===== config.mk =====
export PLATFORM = sky130hd
export DESIGN_NAME = quad_lane_crc16
export DESIGN_NICKNAME = d
export VERILOG_FILES = /design/src/rtl/qcrc_pkg.sv /design/src/rtl/qcrc_lane.sv /design/src/rtl/qcrc_weave.sv /design/src/rtl/qcrc_shifter.sv /design/src/rtl/qcrc_match.sv /design/src/rtl/quad_lane_crc16.sv
export SDC_FILE = /design/constraint.sdc
export NUM_CORES = 1
export LEC_CHECK = 0
export ABC_CLOCK_PERIOD_IN_PS = 5260
export BUFFER_PORTS_ARGS = -buffer_cell sky130_fd_sc_hd__buf_4
export CAP_MARGIN = 0
export CORE_ASPECT_RATIO = 0.7
export CORE_MARGIN = 2
export CORE_UTILIZATION = 55
export CTS_BUF_LIST = sky130_fd_sc_hd__clkbuf_8
export DETAILED_ROUTE_END_ITERATION = 8
export PLACE_DENSITY = 0.82
export SLEW_MARGIN = 25
export SYNTH_ARGS = -nofsm -noshare
export SYNTH_HDL_FRONTEND = slang
export SYNTH_SLANG_ARGS = --single-unit

===== constraint.sdc =====
create_clock -name clk -period 5.26 [get_ports clk]
set_input_delay 0.526 -clock clk [delete_from_list [all_inputs] [get_ports clk]]
set_output_delay 0.526 -clock clk [all_outputs]
set_load 0.005 [all_outputs]

===== src/rtl/qcrc_pkg.sv =====
package qcrc_pkg;
    localparam int unsigned LANES  = 4;
    localparam int unsigned CRC_W  = 16;
    localparam logic [15:0] POLY16 = 16'h1021;
    localparam int unsigned TOT_W  = LANES * CRC_W;

    typedef struct packed {
        logic             valid;
        logic [LANES-1:0] nib;
    } qcrc_beat_t;
endpackage


===== src/rtl/qcrc_lane.sv =====
module qcrc_lane #(
    parameter int unsigned CRC_W = 16,
    parameter logic [CRC_W-1:0] POLY = 16'h1021
) (
    input  logic             clk,
    input  logic             rst,
    input  logic             clr_i,
    input  logic             en_i,
    input  logic             bit_i,
    output logic [CRC_W-1:0] crc_o
);
    logic [CRC_W-1:0] crc_q;
    logic [CRC_W-1:0] crc_d;
    logic             fb;

    always_comb begin
        fb    = bit_i ^ crc_q[CRC_W-1];
        crc_d = {crc_q[CRC_W-2:0], 1'b0} ^ (fb ? POLY : '0);
    end

    always_ff @(posedge clk) begin
        if (rst || clr_i) begin
            crc_q <= '0;
        end else if (en_i) begin
            crc_q <= crc_d;
        end
    end

    assign crc_o = crc_q;
endmodule


===== src/rtl/qcrc_weave.sv =====
module qcrc_weave #(
    parameter int unsigned LANES = 4,
    parameter int unsigned CRC_W = 16,
    localparam int unsigned TOT_W = LANES * CRC_W
) (
    input  logic [TOT_W-1:0] lanes_i,
    output logic [TOT_W-1:0] ilv_o
);
    for (genvar k = 0; k < CRC_W; k++) begin : g_bit
        for (genvar i = 0; i < LANES; i++) begin : g_lane
            assign ilv_o[k*LANES + i] = lanes_i[i*CRC_W + k];
        end
    end
endmodule


===== src/rtl/qcrc_shifter.sv =====
module qcrc_shifter #(
    parameter int unsigned LANES = 4,
    parameter int unsigned CRC_W = 16,
    localparam int unsigned TOT_W = LANES * CRC_W,
    localparam int unsigned CNT_W = $clog2(CRC_W + 1)
) (
    input  logic             clk,
    input  logic             rst,
    input  logic             start_i,
    input  logic [TOT_W-1:0] load_i,
    output logic [LANES-1:0] nib_o,
    output logic             valid_o
);
    logic [TOT_W-1:0] sreg_q;
    logic [CNT_W-1:0] cnt_q;

    always_ff @(posedge clk) begin
        if (rst) begin
            sreg_q <= '0;
            cnt_q  <= '0;
        end else if (start_i) begin
            sreg_q <= load_i;
            cnt_q  <= CNT_W'(CRC_W);
        end else if (cnt_q != '0) begin
            sreg_q <= {sreg_q[TOT_W-LANES-1:0], {LANES{1'b0}}};
            cnt_q  <= cnt_q - 1'b1;
        end
    end

    assign nib_o   = sreg_q[TOT_W-1 -: LANES];
    assign valid_o = (cnt_q != '0);
endmodule


===== src/rtl/qcrc_match.sv =====
module qcrc_match #(
    parameter int unsigned LANES = 4,
    parameter int unsigned CRC_W = 16,
    localparam int unsigned TOT_W = LANES * CRC_W
) (
    input  logic [TOT_W-1:0] calc_i,
    input  logic [TOT_W-1:0] rx_i,
    output logic             mism_o
);
    logic [CRC_W-1:0] per_bit;

    for (genvar k = 0; k < CRC_W; k++) begin : g_nib
        assign per_bit[k] = |(calc_i[k*LANES +: LANES] ^ rx_i[k*LANES +: LANES]);
    end

    assign mism_o = |per_bit;
endmodule


===== src/rtl/quad_lane_crc16.sv =====
module quad_lane_crc16
    import qcrc_pkg::*;
(
    input  logic             clk,
    input  logic             rst,
    input  logic             clr_i,
    input  logic             en_i,
    input  logic [LANES-1:0] nib_i,
    input  logic             shift_start_i,
    input  logic [TOT_W-1:0] rx_crc_i,
    output logic [TOT_W-1:0] lanes_o,
    output logic [TOT_W-1:0] ilv_o,
    output logic [LANES-1:0] sh_nib_o,
    output logic             sh_valid_o,
    output logic             mism_o
);
    qcrc_beat_t beat;

    assign beat.valid = en_i;
    assign beat.nib   = nib_i;

    for (genvar g = 0; g < LANES; g++) begin : g_lane
        qcrc_lane #(
            .CRC_W(CRC_W),
            .POLY (POLY16)
        ) u_lane (
            .clk  (clk),
            .rst  (rst),
            .clr_i(clr_i),
            .en_i (beat.valid),
            .bit_i(beat.nib[g]),
            .crc_o(lanes_o[g*CRC_W +: CRC_W])
        );
    end

    qcrc_weave #(.LANES(LANES), .CRC_W(CRC_W)) u_weave (
        .lanes_i(lanes_o),
        .ilv_o  (ilv_o)
    );

    qcrc_shifter #(.LANES(LANES), .CRC_W(CRC_W)) u_shift (
        .clk    (clk),
        .rst    (rst),
        .start_i(shift_start_i),
        .load_i (ilv_o),
        .nib_o  (sh_nib_o),
        .valid_o(sh_valid_o)
    );

    qcrc_match #(.LANES(LANES), .CRC_W(CRC_W)) u_match (
        .calc_i(ilv_o),
        .rx_i  (rx_crc_i),
        .mism_o(mism_o)
    );
endmodule


==> metrics.log, run 1 <==
INFO  metric grt-ovfl-total = 0
INFO  metric maxCapViolCount = 0
INFO  metric synth-warning-count = 0
INFO  metric seq_area_frac_synth = 37.49%
INFO  metric power.density = 263.6 nW/µm²
INFO  metric clock_tree.root_cell = sky130_fd_sc_hd__clkbuf_8
INFO  metric crit_path_end_kind = primary output
INFO  metric total_setup_buffers_inserted_after_cts = 0
INFO  metric place_inst = 939
INFO  metric sink_count = 133
INFO  metric dieArea = 13850 µm²
INFO  metric synth.net_count = between 800 and 900
INFO  metric drt_iter0_markers = around 340
INFO  metric core = 12510 µm²
INFO  metric worst_ep_required_time = roughly 4.7 ns
INFO  metric slowest_stage = sky130_fd_sc_hd__dfxtp_1
INFO  metric cts_max_path_buffers = 2
INFO  metric ant_nets = 0
INFO  metric maximum_number_of_pins_on_one_net_before_global_route_repair = 74
INFO  metric globalRouteTotalUtil = 25.77%
INFO  metric synth_top_area_share = between 30% and 40%
INFO  metric critPathLaunchType = flip-flop
INFO  metric dpl-instance-area = just under 8000 µm²
INFO  metric finalMaxSlewViolations = 0
INFO  metric placement_setup_slack = 2.732 ns
INFO  metric io_pins = 207
INFO  metric worst_ir_drop_vdd = 0.1988 mV
INFO  metric drt-total-wl = 17880 µm
INFO  metric fin_cells = 971
INFO  metric grt_setup_unrepaired = no
INFO  metric crit_family = simple AND/OR/NAND/NOR gates
INFO  metric dp_hpwl = 12650 µm
INFO  metric finish.utilization = 65.31%
INFO  metric ys_top_cells_by_area = sky130_fd_sc_hd__dfxtp_1 (37%), sky130_fd_sc_hd__mux2i_1 (17%), sky130_fd_sc_hd__buf_4 (13%)
INFO  metric max_slew_margin = 45.13%
INFO  metric cpPeakStageDelay = 0.59 ns
INFO  metric syn-cell-area = 7102 µm²
INFO  metric count_of_state_elements_after_synthesis = 133
INFO  metric place_congestion = 0.8628
INFO  metric die-height = 99.07 µm
INFO  metric tritoncts = yes
INFO  metric max_freq = 354.7 MHz
INFO  metric period_minus_slack = around 2.8 ns
INFO  metric cts-resized-gates = 0
INFO  metric drive_gt1_share = 33.37%
INFO  metric dr.pass1.iters = 5
INFO  metric grt_pass1_vias = between 5k and 6k
INFO  metric timing.final.setup_violations = 0
INFO  metric syn-mean-instance-area = about 10 µm²
INFO  metric finalInstanceArea = 8168 µm²
INFO  metric worst_tran_pin_value = 0.8231 ns
INFO  metric number_of_buffers_added_by_the_clock_tree_synthesis_step = 17
INFO  metric crit_path_cell_trace = xnor2_1, nand4_1, nor4_1, nand4_1, buf_4
INFO  metric rows = 34
INFO  metric syn_inst = between 700 and 800
INFO  metric initial_core_util = between 50% and 60%
INFO  metric power_leakage = between 3 and 4 nW
INFO  metric clk_pin_slew = 0.07 ns
INFO  metric synthToLayoutAreaGrowth = 15.01%
INFO  metric worst_path_most_repeated_cell = sky130_fd_sc_hd__nand4_1
INFO  metric viasPerCell = 5.393
INFO  metric yosysUniqueCellTypes = 24
INFO  metric finalNetCount = 870
INFO  metric worst_slack = 2.441 ns
INFO  metric worstPathMaxFanout = 6
INFO  metric timing_hold_violations_final = 0
INFO  metric clock_skew = 0.01023 ns
INFO  metric post-route-period-util = ~54%
INFO  metric die-width = 139.8 µm
INFO  metric clock_network_latency_to_the_later_pin_of_the_worst_skew_pair = 0.44 ns
INFO  metric antenna-diode-count = 0
INFO  metric synth.largest_area_cell = sky130_fd_sc_hd__dfxtp_1
INFO  metric cts-hold-fix-buffers = 0
INFO  metric min-delay-path-class = flip-flop to flip-flop
INFO  metric routed_len_inst = 18.41 µm
INFO  metric place.port_buffers = 206
INFO  metric number_of_antenna_violations_at_the_first_check_in_global_routing = 0
INFO  metric route.vias.total = 5237
INFO  metric critPathKind = flip-flop to primary output
INFO  metric worstPathBufferInverterCount = 1
INFO  metric outcome = completed
INFO  metric cts_max_level = 4
INFO  metric detail_route.drc_violations = 0
INFO  metric critical_path_arrival = 2.29 ns
INFO  metric grt_first_pass_wirelength = 27520 µm
INFO  metric setup_total_negative_slack = 0 ns
## cell usage after synthesis
cell	count
sky130_fd_sc_hd__dfxtp_1	133
sky130_fd_sc_hd__nor2_1	127
sky130_fd_sc_hd__buf_4	122
sky130_fd_sc_hd__mux2i_1	120
sky130_fd_sc_hd__xnor2_1	79
sky130_fd_sc_hd__mux2_2	36
sky130_fd_sc_hd__mux2_1	24
sky130_fd_sc_hd__nand4_1	17
sky130_fd_sc_hd__clkbuf_1	15
sky130_fd_sc_hd__buf_1	13
sky130_fd_sc_hd__buf_2	6
sky130_fd_sc_hd__nor4_1	6
sky130_fd_sc_hd__a21oi_1	5
sky130_fd_sc_hd__nand2_1	5
sky130_fd_sc_hd__a211oi_1	4
sky130_fd_sc_hd__nand3b_1	4
sky130_fd_sc_hd__buf_6	2
sky130_fd_sc_hd__inv_1	2
sky130_fd_sc_hd__nor3_1	2
sky130_fd_sc_hd__a2111oi_0	1
sky130_fd_sc_hd__ha_1	1
sky130_fd_sc_hd__inv_2	1
sky130_fd_sc_hd__nor4b_4	1
sky130_fd_sc_hd__or2_2	1
## stage by stage
stage | hold slack [ns] | power, W
after floorplan | 0.4612 | 0.001293
after global placement | 0.4731 | 0.001368
after detailed placement | 0.4827 | 0.001376
after CTS | 0.4939 | 0.002162
after global routing | 0.5219 | 0.002230
final | 0.4949 | 0.002153
## worst paths after layout
kind / start / slack [ns] / to / depth (start not counted)
max: g_lane[0].u_lane.crc_o[4] / 2.44 / mism_o / 5
max reg2reg: u_shift.cnt_q[0] / 3.19 / u_shift.sreg_q[28] / 7
min reg2reg: u_shift.sreg_q[2] / 0.49 / u_shift.sreg_q[2] / 2
min: u_shift.sreg_q[2] / 0.49 / u_shift.sreg_q[2] / 2
## where the power goes
part	internal [W]	total (W)	leakage [nW]	switching (W)
combinational	0.000157	0.000317	2.46	0.000161
clock	0.000429	0.000799	0.221	0.000370
sequential	0.00102	0.00104	1.07	0.0000178
total	0.00160	0.00215	3.75	0.000549
## logic make-up after synthesis
kind of cell,share of synthesized area (%)
buf+inv,15.27
compound gates,0.8985
mux,26.43
fa+ha+maj,0.1762
simple gates,9.990
flops,37.49
xor+xnor,9.743
## layout by cell type (no fill, tap or decap), drive strengths merged
cell and count:
buf 208, dfxtp 133, nor2 127, mux2i 120, xnor2 79, mux2 60, clkbuf 19, nand4 17
inv 12, nor4 6, nand2 5, a21oi 5, a211oi 4, nand3b 4, nor3 2, bufinv 2
clkinv 2, nor4b 1, or2 1, a2111oi 1, ha 1
## metal layers
| metal | global-route usage [%] | share of wire, % | vias to the layer above |
|---|---|---|---|
| met5 | 0 | 0 | - |
| met4 | 9.923 | 2.5 | 0 |
| met3 | 5.928 | 6.6 | 30 |
| met2 | 40.45 | 45 | 221 |
| met1 | 34.76 | 46 | 2536 |
| li1 | - | - | 2450 |
## worst reg2reg max path, delay by kind of cell, from the launching register on
family	cells	cell delay, ns
adder cells (fa/ha/maj)	1	0.21
AND/OR/NAND/NOR	2	0.29
flip-flops	1	0.32
multiplexers	2	0.55
buffers and inverters	2	0.57
## cell type report
| class | instances | area (µm²) |
|---|---|---|
| fill | 1032 | 4339 |
| multi-input combinational | 433 | 3357 |
| sequential | 133 | 2663 |
| timing repair buffer | 208 | 1569 |
| clock buffer | 19 | 261.5 |
| tap | 162 | 202.7 |
| clock inverter | 13 | 103.9 |
| inverter | 3 | 11.26 |
## state kept, by name (all words and copies together), names as in the netlist
signal	count
u_shift.sreg_q	64
u_shift.cnt_q	5
g_lane.u_lane.crc_o	64
No activity file was read; power rests on OpenSTA's default activity.
==> run 2: changes to the inputs <==
--- a/config.mk
+++ b/config.mk
@@ -5,15 +5,16 @@
 export SDC_FILE = /design/constraint.sdc
 export NUM_CORES = 1
 export LEC_CHECK = 0
-export ABC_CLOCK_PERIOD_IN_PS = 5260
+export ABC_AREA = 1
+export ABC_CLOCK_PERIOD_IN_PS = 2310
 export BUFFER_PORTS_ARGS = -buffer_cell sky130_fd_sc_hd__buf_4
 export CAP_MARGIN = 0
 export CORE_ASPECT_RATIO = 0.7
 export CORE_MARGIN = 2
-export CORE_UTILIZATION = 55
+export CORE_UTILIZATION = 49
 export CTS_BUF_LIST = sky130_fd_sc_hd__clkbuf_8
 export DETAILED_ROUTE_END_ITERATION = 8
-export PLACE_DENSITY = 0.82
+export PLACE_DENSITY = 0.77
 export SLEW_MARGIN = 25
 export SYNTH_ARGS = -nofsm -noshare
 export SYNTH_HDL_FRONTEND = slang
==> constraint.sdc (replaced) <==
create_clock -name clk -period 2.31 [get_ports clk]
set_input_delay 0.231 -clock clk [delete_from_list [all_inputs] [get_ports clk]]
set_output_delay 0.231 -clock clk [all_outputs]
set_load 0.005 [all_outputs]
==> run 2 against run 1 <==
  * Critical path depth rose by 5
  * Combinational power increased to 3.5 times the previous value
  * Total power increased to 2.8 times the previous value
  * Sequential share of layout area fell by 1.6 points
  * Final cell count up 40%
  * Die area increased by 16%
  * Sequential power up 150%
  * Worst hold slack worse by 0.34 ns
  * Clock power rose to 2.8 times the previous value
  * Critical endpoint unchanged
  * Largest cell class unchanged
  * Highest routed layer unchanged
==> metrics.log, run 2 <==
INFO  metric rows = 37
INFO  metric number_of_antenna_violations_at_the_first_check_in_global_routing = 0
INFO  metric die-height = 106.4 µm
INFO  metric routed_len_inst = 14.59 µm
INFO  metric grt_first_pass_wirelength = 30300 µm
INFO  metric syn-cell-area = ~7300 µm²
INFO  metric clock_skew = 0.01077 ns
INFO  metric dp_hpwl = 13990 µm
INFO  metric synth-warning-count = 0
INFO  metric place.port_buffers = 206
INFO  metric outcome = completed
INFO  metric route.vias.total = approximately 6.8k
INFO  metric maxCapViolCount = 0
INFO  metric critPathKind = flip-flop to primary output
INFO  metric dpl-instance-area = 8134 µm²
INFO  metric synth.net_count = 1158
INFO  metric endpoint = mism_o
INFO  metric post-route-period-util = 94.46%
INFO  metric clock_tree.root_cell = sky130_fd_sc_hd__clkbuf_8
INFO  metric worst_ep_required_time = 2.08 ns
INFO  metric setup_total_negative_slack = 0 ns
INFO  metric max_slew_margin = roughly half
INFO  metric post_synth_most_frequent_cells = sky130_fd_sc_hd__nand2_1 (266), sky130_fd_sc_hd__dfxtp_1 (133), sky130_fd_sc_hd__buf_4 (120), sky130_fd_sc_hd__nor2_1 (120), sky130_fd_sc_hd__inv_1 (112)
INFO  metric dieArea = 16000 µm²
INFO  metric cts_max_level = 4
INFO  metric yosysUniqueCellTypes = 26
INFO  metric sink_count = 133
INFO  metric globalRouteTotalUtil = 24.15%
INFO  metric viasPerCell = just over 5
INFO  metric finalNetCount = 1224
INFO  metric grt_setup_unrepaired = no
INFO  metric number_of_buffers_added_by_the_clock_tree_synthesis_step = 17
INFO  metric total_setup_buffers_inserted_after_cts = 0
INFO  metric drive_gt1_share = 22.63%
INFO  metric period_minus_slack = 2.182 ns
INFO  metric maximum_number_of_pins_on_one_net_before_global_route_repair = about 100
INFO  metric finish.utilization = roughly three fifths
INFO  metric async_flop_share = 0%
INFO  metric max_freq = between 400 and 500 MHz
INFO  metric power.clock.fraction = approximately two fifths
INFO  metric hold_ws = 0.1543 ns
INFO  metric netSwitchingPower = 0.001683 W
INFO  metric grt_pass1_vias = 5838
INFO  metric synth.largest_area_cell = sky130_fd_sc_hd__dfxtp_1
INFO  metric crit-reg2reg-launch = u_shift.cnt_q[0]
INFO  metric clk_pin_slew = 0.08 ns
INFO  metric grt-ovfl-total = 0
INFO  metric initial_core_util = between 50% and 60%
INFO  metric power.density = 694.5 nW/µm²
INFO  metric ant_nets = 0
INFO  metric layout.cells.most_common_list = sky130_fd_sc_hd__nand2_1 (266), sky130_fd_sc_hd__buf_4 (216), sky130_fd_sc_hd__dfxtp_1 (132)
INFO  metric synth_most_common_cell = sky130_fd_sc_hd__nand2_1
INFO  metric clock_network_latency_to_the_later_pin_of_the_worst_skew_pair = 0.43 ns
INFO  metric io_pins = 207
INFO  metric sequentialPowerShare = a little over two fifths
INFO  metric synth_top_area_share = a little over a third
INFO  metric syn-mean-instance-area = 6.775 µm²
INFO  metric die-width = 150.3 µm
INFO  metric syn_inst = 1084
INFO  metric timing.final.setup_violations = 0
INFO  metric timing_hold_violations_final = 0
INFO  metric regToRegEndpoint = u_shift.sreg_q[40]
INFO  metric synth_enable_flop_cells = 0
INFO  metric reg2regPathDepth = 9
INFO  metric finalInstanceArea = 8601 µm²
INFO  metric critPathLaunchType = flip-flop
INFO  metric critPathLaunch = g_lane[2].u_lane.crc_o[13]
INFO  metric synthToLayoutAreaGrowth = 17.10%
INFO  metric crit_path_end_kind = primary output
INFO  metric drt-total-wl = 19800 µm
INFO  metric power.share.switching = 28.18%
INFO  metric worst_ir_drop_vdd = 0.3276 mV
INFO  metric layout.cells.most_common = sky130_fd_sc_hd__nand2_1
INFO  metric count_of_state_elements_after_synthesis = 133
INFO  metric place_congestion = 0.8223
INFO  metric seq_area_frac_synth = 36.25%
INFO  metric setup_slack_of_the_worst_register_to_register_path = between 0.5 and 0.6 ns
INFO  metric antenna-diode-count = 0
INFO  metric finalMaxSlewViolations = 0
INFO  metric critical_path_arrival = slightly below 2 ns
INFO  metric tritoncts = yes
INFO  metric ys_top_cells_by_area = sky130_fd_sc_hd__dfxtp_1 (36%), sky130_fd_sc_hd__nand2_1 (14%), sky130_fd_sc_hd__buf_4 (12%)
INFO  metric detail_route.drc_violations = 0
INFO  metric worstPathMaxFanout = 4
INFO  metric worst_tran_pin_value = 0.7399 ns
INFO  metric share_comb_of_total_power = 18.6%
INFO  metric min-delay-path-class = input port to flip-flop
INFO  metric power_leakage = 4.062 nW
INFO  metric synth_top_flop_cell = sky130_fd_sc_hd__dfxtp_1
INFO  metric cts_max_path_buffers = 2
INFO  metric drt_iter0_markers = 567
INFO  metric core = between 10000 and 15000 µm²
INFO  metric dr.pass1.iters = 6
INFO  metric internal_power = 0.004290 W
[run 2: cell count changes after synthesis, moves of 13 or more]
cell,delta
sky130_fd_sc_hd__o21ai_1,+31
sky130_fd_sc_hd__nand2_1,+261
sky130_fd_sc_hd__o21ai_0,+83
sky130_fd_sc_hd__inv_1,+110
sky130_fd_sc_hd__nand3_1,+13
sky130_fd_sc_hd__buf_2,+13
sky130_fd_sc_hd__o211ai_1,+43
sky130_fd_sc_hd__mux2_1,-24
sky130_fd_sc_hd__mux2i_1,-116
sky130_fd_sc_hd__a21oi_1,+69
sky130_fd_sc_hd__mux2_2,-36
sky130_fd_sc_hd__xnor2_1,-76
sky130_fd_sc_hd__nand4_1,-17
[run 2: cells by family (layout without fill, tap and decap cells)]
group | count (synthesis) | after routing | synth area share, %
buf+inv | 286 | 364 | 21.69
simple gates | 404 | 404 | 21.06
compound gates | 241 | 241 | 18.50
xor+xnor | 15 | 15 | 1.789
mux | 4 | 4 | 0.5452
fa+ha+maj | 1 | 1 | 0.1703
flops | 133 | 133 | 36.25
[run 2: per-layer routing]
layer / share of wire, % / GRT usage (%) / up-vias
met5: 0 / 0 / -
met4: 0.74 / 5.121 / 0
met3: 7.9 / 3.820 / 15
met2: 44 / 37.24 / 258
met1: 47 / 35.46 / 3094
li1: - / - / 3455
[run 2: worst min-delay path by stage]
stage                            startpoint                  to  slack, ns  cells after the start
after floorplan                         rst    u_shift.cnt_q[0]       0.41                      3
after global placement    u_shift.sreg_q[3]   u_shift.sreg_q[3]       0.45                      2
after detailed placement  u_shift.sreg_q[2]   u_shift.sreg_q[2]       0.46                      2
after CTS                               rst  u_shift.sreg_q[20]       0.13                      2
after global routing                    rst   u_shift.sreg_q[9]       0.14                      2
final                                   rst   u_shift.sreg_q[9]       0.15                      2
[run 2: layout make-up]
cell class	instances	area (µm²)
clock buffer	19	261.5
clock inverter	12	201.4
fill	1411	6075
inverter	113	424.2
multi-input combinational	665	3104
sequential	133	2664
tap	195	244.0
timing repair buffer	220	1702
[run 2: power by group through the flow]
stage / sequential, W / clock, W / combinational (W)
after global placement: 0.00264 / 0 / 0.00107
after floorplan: 0.00260 / 0 / 0.000794
after CTS: 0.00259 / 0.00229 / 0.00111
after global routing: 0.00261 / 0.00241 / 0.00124
after detailed placement: 0.00263 / 0 / 0.00110
final: 0.00259 / 0.00227 / 0.00111
[run 2: through the flow]
stage,instances,power (W),setup slack [ns]
floorplan,1084,0.003394,0.8688
global placement,1326,0.003704,0.5860
detailed placement,1326,0.003731,0.5680
global route,1357,0.006261,0.0006453
CTS,1357,0.005987,0.1475
finish,1357,0.005974,0.1279
[run 2: critical path, cell delays in order, from the launching register on]
cell and delay (ns):
sky130_fd_sc_hd__dfxtp_1 0.40, sky130_fd_sc_hd__inv_1 0.12, sky130_fd_sc_hd__nand2_1 0.07, sky130_fd_sc_hd__nand2_1 0.05, sky130_fd_sc_hd__nor2_1 0.26, sky130_fd_sc_hd__nand2_1 0.11, sky130_fd_sc_hd__nor2_1 0.12, sky130_fd_sc_hd__nand2_1 0.06
sky130_fd_sc_hd__nor2_1 0.10, sky130_fd_sc_hd__nand2_1 0.09, sky130_fd_sc_hd__buf_4 0.14
[run 2: what timing repair did]
item	4_1_cts	5_1_grt
gates resized for setup	0	2
hold buffers	0	0
endpoints found under the setup margin	0	1
==> run 3: changes to the inputs <==
--- a/config.mk
+++ b/config.mk
@@ -14,7 +14,7 @@
 export CORE_UTILIZATION = 49
 export CTS_BUF_LIST = sky130_fd_sc_hd__clkbuf_8
 export DETAILED_ROUTE_END_ITERATION = 8
-export PLACE_DENSITY = 0.77
+export PLACE_DENSITY = 0.86
 export SLEW_MARGIN = 25
 export SYNTH_ARGS = -nofsm -noshare
 export SYNTH_HDL_FRONTEND = slang
==> run 3 against run 2 <==
  * Clock skew is 0.0024 ns lower
  * Via count is 3.4% higher
  * First-iteration DRC count is 8.8% higher
  * Wire length is 5.0% higher
  * Non-clock buffer count is 2 lower
  * Setup slack worse by 0.018 ns
  * Flip-flop and latch count stayed put
  * Critical path type unchanged
  * Critical endpoint unchanged
==> metrics.log, run 3 (synthesis results as in run 2) <==
INFO  metric number_of_antenna_violations_at_the_first_check_in_global_routing = 0
INFO  metric slowest_stage = sky130_fd_sc_hd__dfxtp_1
INFO  metric maxCapViolCount = 0
INFO  metric clock_skew = 0.008383 ns
INFO  metric die-width = 150.3 µm
INFO  metric internal_power = 0.004198 W
INFO  metric finalNetCount = about 1.2k
INFO  metric clock_network_latency_to_the_later_pin_of_the_worst_skew_pair = 0.44 ns
INFO  metric hold-path-cell-count = 4
INFO  metric worst_tran_pin_value = ~0.87 ns
INFO  metric setup_total_negative_slack = 0 ns
INFO  metric dieArea = 16000 µm²
INFO  metric place_congestion = 0.8702
INFO  metric cts-hold-fix-buffers = 0
INFO  metric period_minus_slack = 2.200 ns
INFO  metric die-height = 106.4 µm
INFO  metric worst_ep_required_time = around 2.1 ns
INFO  metric dr.pass1.iters = 5
INFO  metric timing_hold_violations_final = 0
INFO  metric layout.cells.most_common_list = sky130_fd_sc_hd__nand2_1 (266), sky130_fd_sc_hd__buf_4 (216), sky130_fd_sc_hd__dfxtp_1 (133)
INFO  metric total_setup_buffers_inserted_after_cts = 0
INFO  metric detail_route.drc_violations = 0
INFO  metric max_slew_margin = 41.54%
INFO  metric dpl-instance-area = between 8000 and 9000 µm²
INFO  metric grt_first_pass_wirelength = 32290 µm
INFO  metric sink_count = 133
INFO  metric drt-total-wl = 20790 µm
INFO  metric sequentialPowerShare = 44.0%
INFO  metric worstPathMaxFanout = 5
INFO  metric rows = 37
INFO  metric clock_tree.root_cell = sky130_fd_sc_hd__clkbuf_8
INFO  metric finalInstanceArea = 8551 µm²
INFO  metric cpPeakStageDelay = 0.41 ns
INFO  metric globalRouteTotalUtil = about a quarter
INFO  metric cts_max_level = 4
INFO  metric maximum_number_of_pins_on_one_net_before_global_route_repair = between 50 and 60
INFO  metric cts_max_path_buffers = 2
INFO  metric grt-ovfl-total = 0
INFO  metric power.density = 689.6 nW/µm²
INFO  metric drive_gt1_share = a little under a quarter
INFO  metric grt_setup_unrepaired = no
INFO  metric layout.cells.most_common = sky130_fd_sc_hd__nand2_1
INFO  metric crit_path_cell_trace = inv_1, nand2_1, nand2_1, nor2_1, nand2_1, nor2_1, nand2_1, nor2_1, nand2_1, buf_4
INFO  metric power.share.switching = about 29%
INFO  metric route.vias.total = 7055
INFO  metric power_leakage = a little over 4 nW
INFO  metric finalMaxSlewViolations = 0
INFO  metric io_pins = 207
INFO  metric worstSetupPathDepth = 10
INFO  metric worst_path_most_repeated_cell = sky130_fd_sc_hd__nand2_1
INFO  metric critical_path_arrival = 1.97 ns
INFO  metric critPathLaunchType = flip-flop
INFO  metric number_of_buffers_added_by_the_clock_tree_synthesis_step = 17
INFO  metric ant_nets = 0
INFO  metric hold_ws = about 0.099 ns
INFO  metric power.clock.fraction = 37.3%
INFO  metric synthToLayoutAreaGrowth = 16.42%
INFO  metric critPathKind = flip-flop to primary output
INFO  metric viasPerCell = 5.203
INFO  metric timing.final.setup_violations = 0
INFO  metric crit_family = simple AND/OR/NAND/NOR gates
INFO  metric place.port_buffers = 206
INFO  metric cts-resized-gates = 0
INFO  metric antenna-diode-count = 0
INFO  metric dp_hpwl = 14880 µm
INFO  metric finish.utilization = 58.27%
INFO  metric min-delay-path-class = input port to flip-flop
INFO  metric drt_iter0_markers = between 600 and 700
INFO  metric worst_ir_drop_vdd = 0.3266 mV
INFO  metric share_comb_of_total_power = between 10% and 20%
INFO  metric reg2regPathDepth = 9
INFO  metric clk_pin_slew = 0.08 ns
INFO  metric core = approximately 15000 µm²
INFO  metric netSwitchingPower = 0.001698 W
INFO  metric routed_len_inst = between 15 and 20 µm
INFO  metric crit_path_end_kind = primary output
INFO  metric outcome = completed
INFO  metric worstPathBufferInverterCount = 2
INFO  metric tritoncts = yes
INFO  metric post-route-period-util = 95.26%
INFO  metric grt_pass1_vias = 6286
INFO  metric initial_core_util = 50.05%
INFO  metric max_freq = 454.5 MHz
==> run 3: tightest hold or removal path, delay by kind of cell <==
kind                   cells  cell delay (ns)
and+or+nand+nor            1             0.06
buffers and inverters      1             0.09
AOI/OAI and AO/OA          2             0.11
==> run 3: final timing paths <==
check	start	end	slack [ns]
setup / recovery	g_lane[1].u_lane.crc_o[4]	mism_o	0.11
hold / removal	clr_i	g_lane[0].u_lane.crc_o[5]	0.1
setup reg to reg	u_shift.cnt_q[0]	u_shift.sreg_q[30]	0.56
hold reg to reg	u_shift.sreg_q[0]	u_shift.sreg_q[0]	0.47
==> run 3: power by group through the flow <==
stage | clock, W | combinational (W) | sequential, W
final | 0.00220 | 0.00111 | 0.00259
after global routing | 0.00231 | 0.00123 | 0.00261
after CTS | 0.00222 | 0.00110 | 0.00259
after detailed placement | 0 | 0.00109 | 0.00264
after global placement | 0 | 0.00106 | 0.00263
after floorplan | 0 | 0.000794 | 0.00260
==> run 3: area by class of cell <==
| class | count | area [µm²] |
|---|---|---|
| sequential | 133 | 2663 |
| timing repair buffer | 218 | 1662 |
| tap | 195 | 244.0 |
| fill | 1371 | 6125 |
| inverter | 113 | 424.2 |
| multi-input combinational | 665 | 3107 |
| clock inverter | 12 | 176.4 |
| clock buffer | 20 | 275.3 |
==> run 3: stage by stage <==
step | total power (W) | setup slack (ns) | cells
after floorplan | 0.003394 | 0.8688 | 1084
after global placement | 0.003696 | 0.6017 | 1324
after detailed placement | 0.003728 | 0.5857 | 1324
after CTS | 0.005902 | 0.08815 | 1356
after global routing | 0.006156 | 0.01129 | 1356
final | 0.005896 | 0.1096 | 1356
==> run 3: routing by layer <==
metal	track usage [%]	up-vias	share of wire (%)
li1	-	3441	-
met3	4.721	34	8.9
met1	36.20	3226	45
met2	40.32	354	44
met5	0	-	0
met4	7.884	0	1.9
